[config.mk]
export PLATFORM = sky130hd
export DESIGN_NAME = lpd_perm_eval
export DESIGN_NICKNAME = d
export VERILOG_FILES = /design/src/rtl/lpd_perm_pkg.sv /design/src/rtl/lpd_perm_ctrl.sv /design/src/rtl/lpd_perm_datapath.sv /design/src/rtl/lpd_perm_eval.sv
export SDC_FILE = /design/constraint.sdc
export NUM_CORES = 1
export LEC_CHECK = 0
export BUFFER_PORTS_ARGS = -buffer_cell sky130_fd_sc_hd__buf_2
export CORE_AREA = 2 2 39 41
export DETAILED_ROUTE_END_ITERATION = 8
export DIE_AREA = 0 0 41 43
export GPL_ROUTABILITY_DRIVEN = 1
export SLEW_MARGIN = 20
export SYNTH_ARGS = -nofsm -noshare
export SYNTH_HDL_FRONTEND = slang
export SYNTH_HIERARCHICAL = 1
export SYNTH_SLANG_ARGS = --single-unit
[constraint.sdc]
create_clock -name clk -period 1 [get_ports clk]
set_clock_uncertainty 0.1 [all_clocks]
set_input_delay 0.2 -clock clk [delete_from_list [all_inputs] [get_ports clk]]
set_output_delay 0.2 -clock clk [all_outputs]
set_load 0.05 [all_outputs]
[src/rtl/lpd_perm_pkg.sv]
package lpd_perm_pkg;
  localparam int KIND_W = 2;
  localparam int AP_W   = 2;
  localparam int HAP_W  = 2;

  typedef enum logic [KIND_W-1:0] {
    KIND_READ   = 2'd0,
    KIND_WRITE  = 2'd1,
    KIND_FETCH  = 2'd2,
    KIND_ATOMIC = 2'd3
  } accKind_e;

  typedef struct packed {
    logic capture;
    logic isRead;
    logic isWrite;
    logic isFetch;
    logic isAtomic;
  } permStrobe_t;
endpackage

[src/rtl/lpd_perm_ctrl.sv]
module lpd_perm_ctrl
  import lpd_perm_pkg::*;
(
  input  logic              clk,
  input  logic              rst_n,
  input  logic              inValid,
  input  logic [KIND_W-1:0] inKind,
  output permStrobe_t       strobe,
  output logic              outValid
);
  accKind_e kind;
  assign kind = accKind_e'(inKind);

  always_comb begin
    strobe          = '0;
    strobe.capture  = inValid;
    strobe.isRead   = (kind == KIND_READ);
    strobe.isWrite  = (kind == KIND_WRITE);
    strobe.isFetch  = (kind == KIND_FETCH);
    strobe.isAtomic = (kind == KIND_ATOMIC);
  end

  always_ff @(posedge clk) begin
    if (!rst_n) outValid <= 1'b0;
    else        outValid <= inValid;
  end

  // one result per accepted request, one cycle later
  assert_valid_follows_R1: assert property (@(posedge clk) disable iff (!rst_n)
    inValid |=> outValid);
  assert_no_spurious_R1: assert property (@(posedge clk) disable iff (!rst_n)
    !inValid |=> !outValid);
  assert_one_kind_R1: assert property (@(posedge clk) disable iff (!rst_n)
    $onehot({strobe.isRead, strobe.isWrite, strobe.isFetch, strobe.isAtomic}));
endmodule

[src/rtl/lpd_perm_datapath.sv]
module lpd_perm_datapath
  import lpd_perm_pkg::*;
(
  input  logic             clk,
  input  logic             rst_n,
  input  permStrobe_t      strobe,
  input  logic             inStage2,
  input  logic             inPriv,
  input  logic [AP_W-1:0]  inAp,
  input  logic [HAP_W-1:0] inHap,
  input  logic             inXn,
  input  logic             inPxn,
  input  logic             inWxn,
  input  logic             inSif,
  input  logic             inSecure,
  input  logic             inPageNs,
  input  logic             inHasUnpriv,
  input  logic             outValid,
  output logic             outGrant,
  output logic             outGrantRead
);
  // stage-1 rights table
  logic privRd, privWr, userRd, userWr;
  always_comb begin
    privRd = 1'b1;
    unique case (inAp)
      2'd0: begin privWr = 1'b1; userRd = 1'b0; userWr = 1'b0; end
      2'd1: begin privWr = 1'b1; userRd = 1'b1; userWr = 1'b1; end
      2'd2: begin privWr = 1'b0; userRd = 1'b0; userWr = 1'b0; end
      default: begin privWr = 1'b0; userRd = 1'b1; userWr = 1'b0; end
    endcase
  end

  logic privEx, userEx;
  assign privEx = !(inPxn || userWr);
  assign userEx = !inXn;

  logic s1Rd, s1Wr, s1ExRaw, s1Ex, sifHit;
  always_comb begin
    if (inHasUnpriv) begin
      s1Rd    = inPriv ? privRd : userRd;
      s1Wr    = inPriv ? privWr : userWr;
      s1ExRaw = inPriv ? privEx : userEx;
    end else begin
      s1Rd    = 1'b1;
      s1Wr    = !inAp[1];
      s1ExRaw = !inXn;
    end
  end
  assign sifHit = inSif && inSecure && inPageNs;
  assign s1Ex   = s1ExRaw && !(inWxn && s1Wr) && !sifHit;

  logic s1Grant, s2Rd, s2Wr, s2Grant;
  always_comb begin
    s1Grant = (strobe.isRead   && s1Rd) ||
              (strobe.isWrite  && s1Wr) ||
              (strobe.isFetch  && s1Ex) ||
              (strobe.isAtomic && s1Rd && s1Wr);
  end
  assign s2Rd = inHap[0];
  assign s2Wr = inHap[1];
  always_comb begin
    s2Grant = (strobe.isRead   && s2Rd) ||
              (strobe.isWrite  && s2Wr) ||
              (strobe.isFetch  && s2Rd && !inXn) ||
              (strobe.isAtomic && (s2Rd || s2Wr));
  end

  logic regStage2, regFetch, regAtomic, regSifHit, regXn;
  always_ff @(posedge clk) begin
    if (!rst_n) begin
      outGrant     <= 1'b0;
      outGrantRead <= 1'b0;
      regStage2    <= 1'b0;
      regFetch     <= 1'b0;
      regAtomic    <= 1'b0;
      regSifHit    <= 1'b0;
      regXn        <= 1'b0;
    end else if (strobe.capture) begin
      outGrant     <= inStage2 ? s2Grant : s1Grant;
      outGrantRead <= inStage2 ? s2Rd : s1Rd;
      regStage2    <= inStage2;
      regFetch     <= strobe.isFetch;
      regAtomic    <= strobe.isAtomic;
      regSifHit    <= sifHit;
      regXn        <= inXn;
    end
  end

  // a stage-1 atomic grant implies read right
  assert_s1_atomic_needs_read_R11: assert property (@(posedge clk) disable iff (!rst_n)
    (outValid && !regStage2 && regAtomic && outGrant) |-> outGrantRead);
  // a stage-2 atomic with read right is always granted
  assert_s2_atomic_either_R4: assert property (@(posedge clk) disable iff (!rst_n)
    (outValid && regStage2 && regAtomic && outGrantRead) |-> outGrant);
  // a stage-2 fetch grant needs read right and clear XN
  assert_s2_fetch_R3: assert property (@(posedge clk) disable iff (!rst_n)
    (outValid && regStage2 && regFetch && outGrant) |-> (outGrantRead && !regXn));
  // secure fetch from a non-secure page never granted at stage 1
  assert_sif_blocks_R10: assert property (@(posedge clk) disable iff (!rst_n)
    (outValid && !regStage2 && regFetch && regSifHit) |-> !outGrant);
endmodule

[src/rtl/lpd_perm_eval.sv]
module lpd_perm_eval
  import lpd_perm_pkg::*;
(
  input  logic       clk,
  input  logic       rst_n,
  input  logic       inValid,
  input  logic       inStage2,
  input  logic       inPriv,
  input  logic [1:0] inKind,
  input  logic [1:0] inAp,
  input  logic [1:0] inHap,
  input  logic       inXn,
  input  logic       inPxn,
  input  logic       inWxn,
  input  logic       inSif,
  input  logic       inSecure,
  input  logic       inPageNs,
  input  logic       inHasUnpriv,
  output logic       outValid,
  output logic       outGrant,
  output logic       outGrantRead
);
  permStrobe_t strobe;

  lpd_perm_ctrl u_ctrl (
    .clk(clk), .rst_n(rst_n), .inValid(inValid), .inKind(inKind),
    .strobe(strobe), .outValid(outValid)
  );

  lpd_perm_datapath u_dp (
    .clk(clk), .rst_n(rst_n), .strobe(strobe),
    .inStage2(inStage2), .inPriv(inPriv), .inAp(inAp), .inHap(inHap),
    .inXn(inXn), .inPxn(inPxn), .inWxn(inWxn), .inSif(inSif),
    .inSecure(inSecure), .inPageNs(inPageNs), .inHasUnpriv(inHasUnpriv),
    .outValid(outValid), .outGrant(outGrant), .outGrantRead(outGrantRead)
  );
endmodule

==> impl_metrics.toml <==
[outcome]
status = "finished, violations left"
violations = "negative setup slack"

[clock_network]
numCtsBuffers = 3
cts.sinks = 3
cts_max_path_buffers = 2
cts_tree = "done"
path_clk_slew_ns = 0.04
cts_hold_buf = 0
worstSkewPairLatency_ns = 0.23
cts_htree_levels = 1
clockRootBuffer = "clkbuf_4"

[detailed_routing]
ant_nets = 0
wl_met1_um = 294
drt-initial-drc-count = 1
wirelength_um = 701
vias = 317
viasPerCell = 4.34
dr_wl_met3_um = 64
drc_errors = 0
met2WireLength_um = 342
firstDrtPassIters = 2
topRoutingLayerUsed = "met3"
wire_per_inst_um = 9.60

[global_route]
grt_pass1_vias = 293
antenna_found_initial = 0
grt_max_degree = 6
grt_usage = 0.0892
overflow = 0
grt_pass1_wl_um = 1060

[setup_path]
path_buf_inv = 1
crit_family = "flip-flops"
critPathSlowestCell = "dfxtp_2"
worstPathMaxFanout = 2
setup.worst_path.end_class = "primary output"
worstPathArrival_ns = 0.71
critPathLaunchType = "flop"
required_ns = 0.70
cpPeakStageDelay_ns = 0.33
crit_chain = "buf_8"
critPathKind = "reg2out"

[placed_design]
place_hpwl_um = 546
io_buffers = 20
place_area_sq_um = 380
place_ws_ns = -0.277
gp_congestion = 0.667

[die]
rows = 14
die_area_sq_mm = 0.00176
die_x_um = 41
start_util = 0.176
core_area_sq_mm = 0.00138
die_height_um = 43
io_pins = 21

[pwr]
peakVddDrop_mv = 0.770
power_leakage_nw = 0.228
p_per_area_mw_per_mm2 = 1060

[synthesis]
syn-instance-count = 30
syn_area_per_cell_sq_um = 8.13
yosysSeqAreaShare = 0.246
synth_area_leaders = "dfxtp_1, nor2b_1, nor3b_2"
yosysTopAreaCellShare = 0.246
synth_nets = 48
synth_area_sq_um = 244
yosysWarnings = 6
yosysUniqueCellTypes = 21
synth_seq_cells = 3
yosys.area.top_type = "dfxtp_1"

[final_layout]
diodes = 0
utilization = 0.359
n_fill_cell = 157
final_cell_area_sq_um = 497
layout_commonest_cell = "buf_2"
syn_to_final_growth_pct = 104
final_layout_size_suffix_gt1_frac = 0.684
fin_nets = 76
mostFrequentLayoutCells = "buf_2, buf_4, clkbuf_4, buf_8, dfxtp_2"

[timing]
fin_setup_tns_ns = -0.0136
rsz0062_at_grt = "yes"
worstMarginPinSlew_ns = 0.225
maxSlewViolCount = 0
slew_headroom = 0.848
fmax_mhz = 993
hold_ws_ns = 0.120
period_share = 1.01
setup_viol = 2
fin_ws_ns = -0.00743
finalCriticalPeriod_ns = 1.01
finalHoldViolations = 0

[worst_hold_path]
hp-class = "in2reg"

[job]
drv_cap = 0
[Yosys cell counts]
cell and count:
and2_2 1, buf_4 1, a41oi_1 1, o311ai_1 1, mux2i_1 1, inv_1 2
dfxtp_1 3, nor2b_1 4, o2111ai_1 1, a21oi_1 2, nand2_1 1, and2b_2 1
nand2b_1 1, and2_1 1, o21ai_0 2, nor2_1 2, o21ba_2 1, o2111a_1 1
nor3b_2 1, o221ai_1 1, nand3_1 1
[worst paths after layout]
path                                                startpoint                        endpoint  slack (ns)  depth (start not counted)
worst max register to register      u_dp/outGrant$_SDFFE_PN0P_      u_dp/outGrant$_SDFFE_PN0P_        0.24                          1
worst min-delay path                                     rst_n  u_dp/outGrantRead$_SDFFE_PN0P_        0.12                          2
worst min register to register  u_dp/outGrantRead$_SDFFE_PN0P_  u_dp/outGrantRead$_SDFFE_PN0P_        0.43                          2
worst max-delay path            u_dp/outGrantRead$_SDFFE_PN0P_                    outGrantRead      -0.007                          1
[power by group]
part / internal (mW) / switching, mW
Sequential: 0.131 / 0.00699
Combinational: 0.0988 / 0.0849
Clock: 0.149 / 0.0556
Total: 0.379 / 0.148
[cell type report]
class / count / area [sq um] / share of cell area
Timing Repair Buffer: 24 / 173 / 0.348
Sequential cell: 3 / 63.8 / 0.128
Multi-Input combinational cell: 24 / 206 / 0.416
Tap cell: 16 / 20.0 / 0.0403
Clock buffer: 4 / 26.3 / 0.0529
Inverter: 2 / 7.51 / 0.0151
[cell families (layout without fill, tap and decap cells)]
group / count (synthesis) / after routing / share of synthesized area
buffers and inverters: 3 / 30 / 0.0616
AO/OA/AOI/OAI: 10 / 10 / 0.313
AND/OR/NAND/NOR: 13 / 13 / 0.338
flip-flops: 3 / 3 / 0.246
multiplexers: 1 / 1 / 0.0410
[per-stage QoR]
step	total power [mW]	instances
floorplan	0.212	30
global placement	0.274	68
detailed placement	0.276	68
CTS	0.513	72
global route	0.573	73
finish	0.526	73
[registers in the layout (all words and copies together), names as in the netlist]
signal	count
u_ctrl/outValid	1
u_dp/outGrant	1
u_dp/outGrantRead	1
[layer usage]
metal / global-route usage / vias up
li1: - / 165
met1: 0.0990 / 138
met4: 0.0400 / 0
met2: 0.138 / 14
met5: 0 / -
met3: 0.0419 / 0
[timing repair]
item | CTS | global route
setup buffers | 0 | 1
pin swaps | 0 | 5
endpoints found under the setup margin | 4 | 4
resized for setup | 12 | 11
No activity file was read; power rests on OpenSTA's default activity.
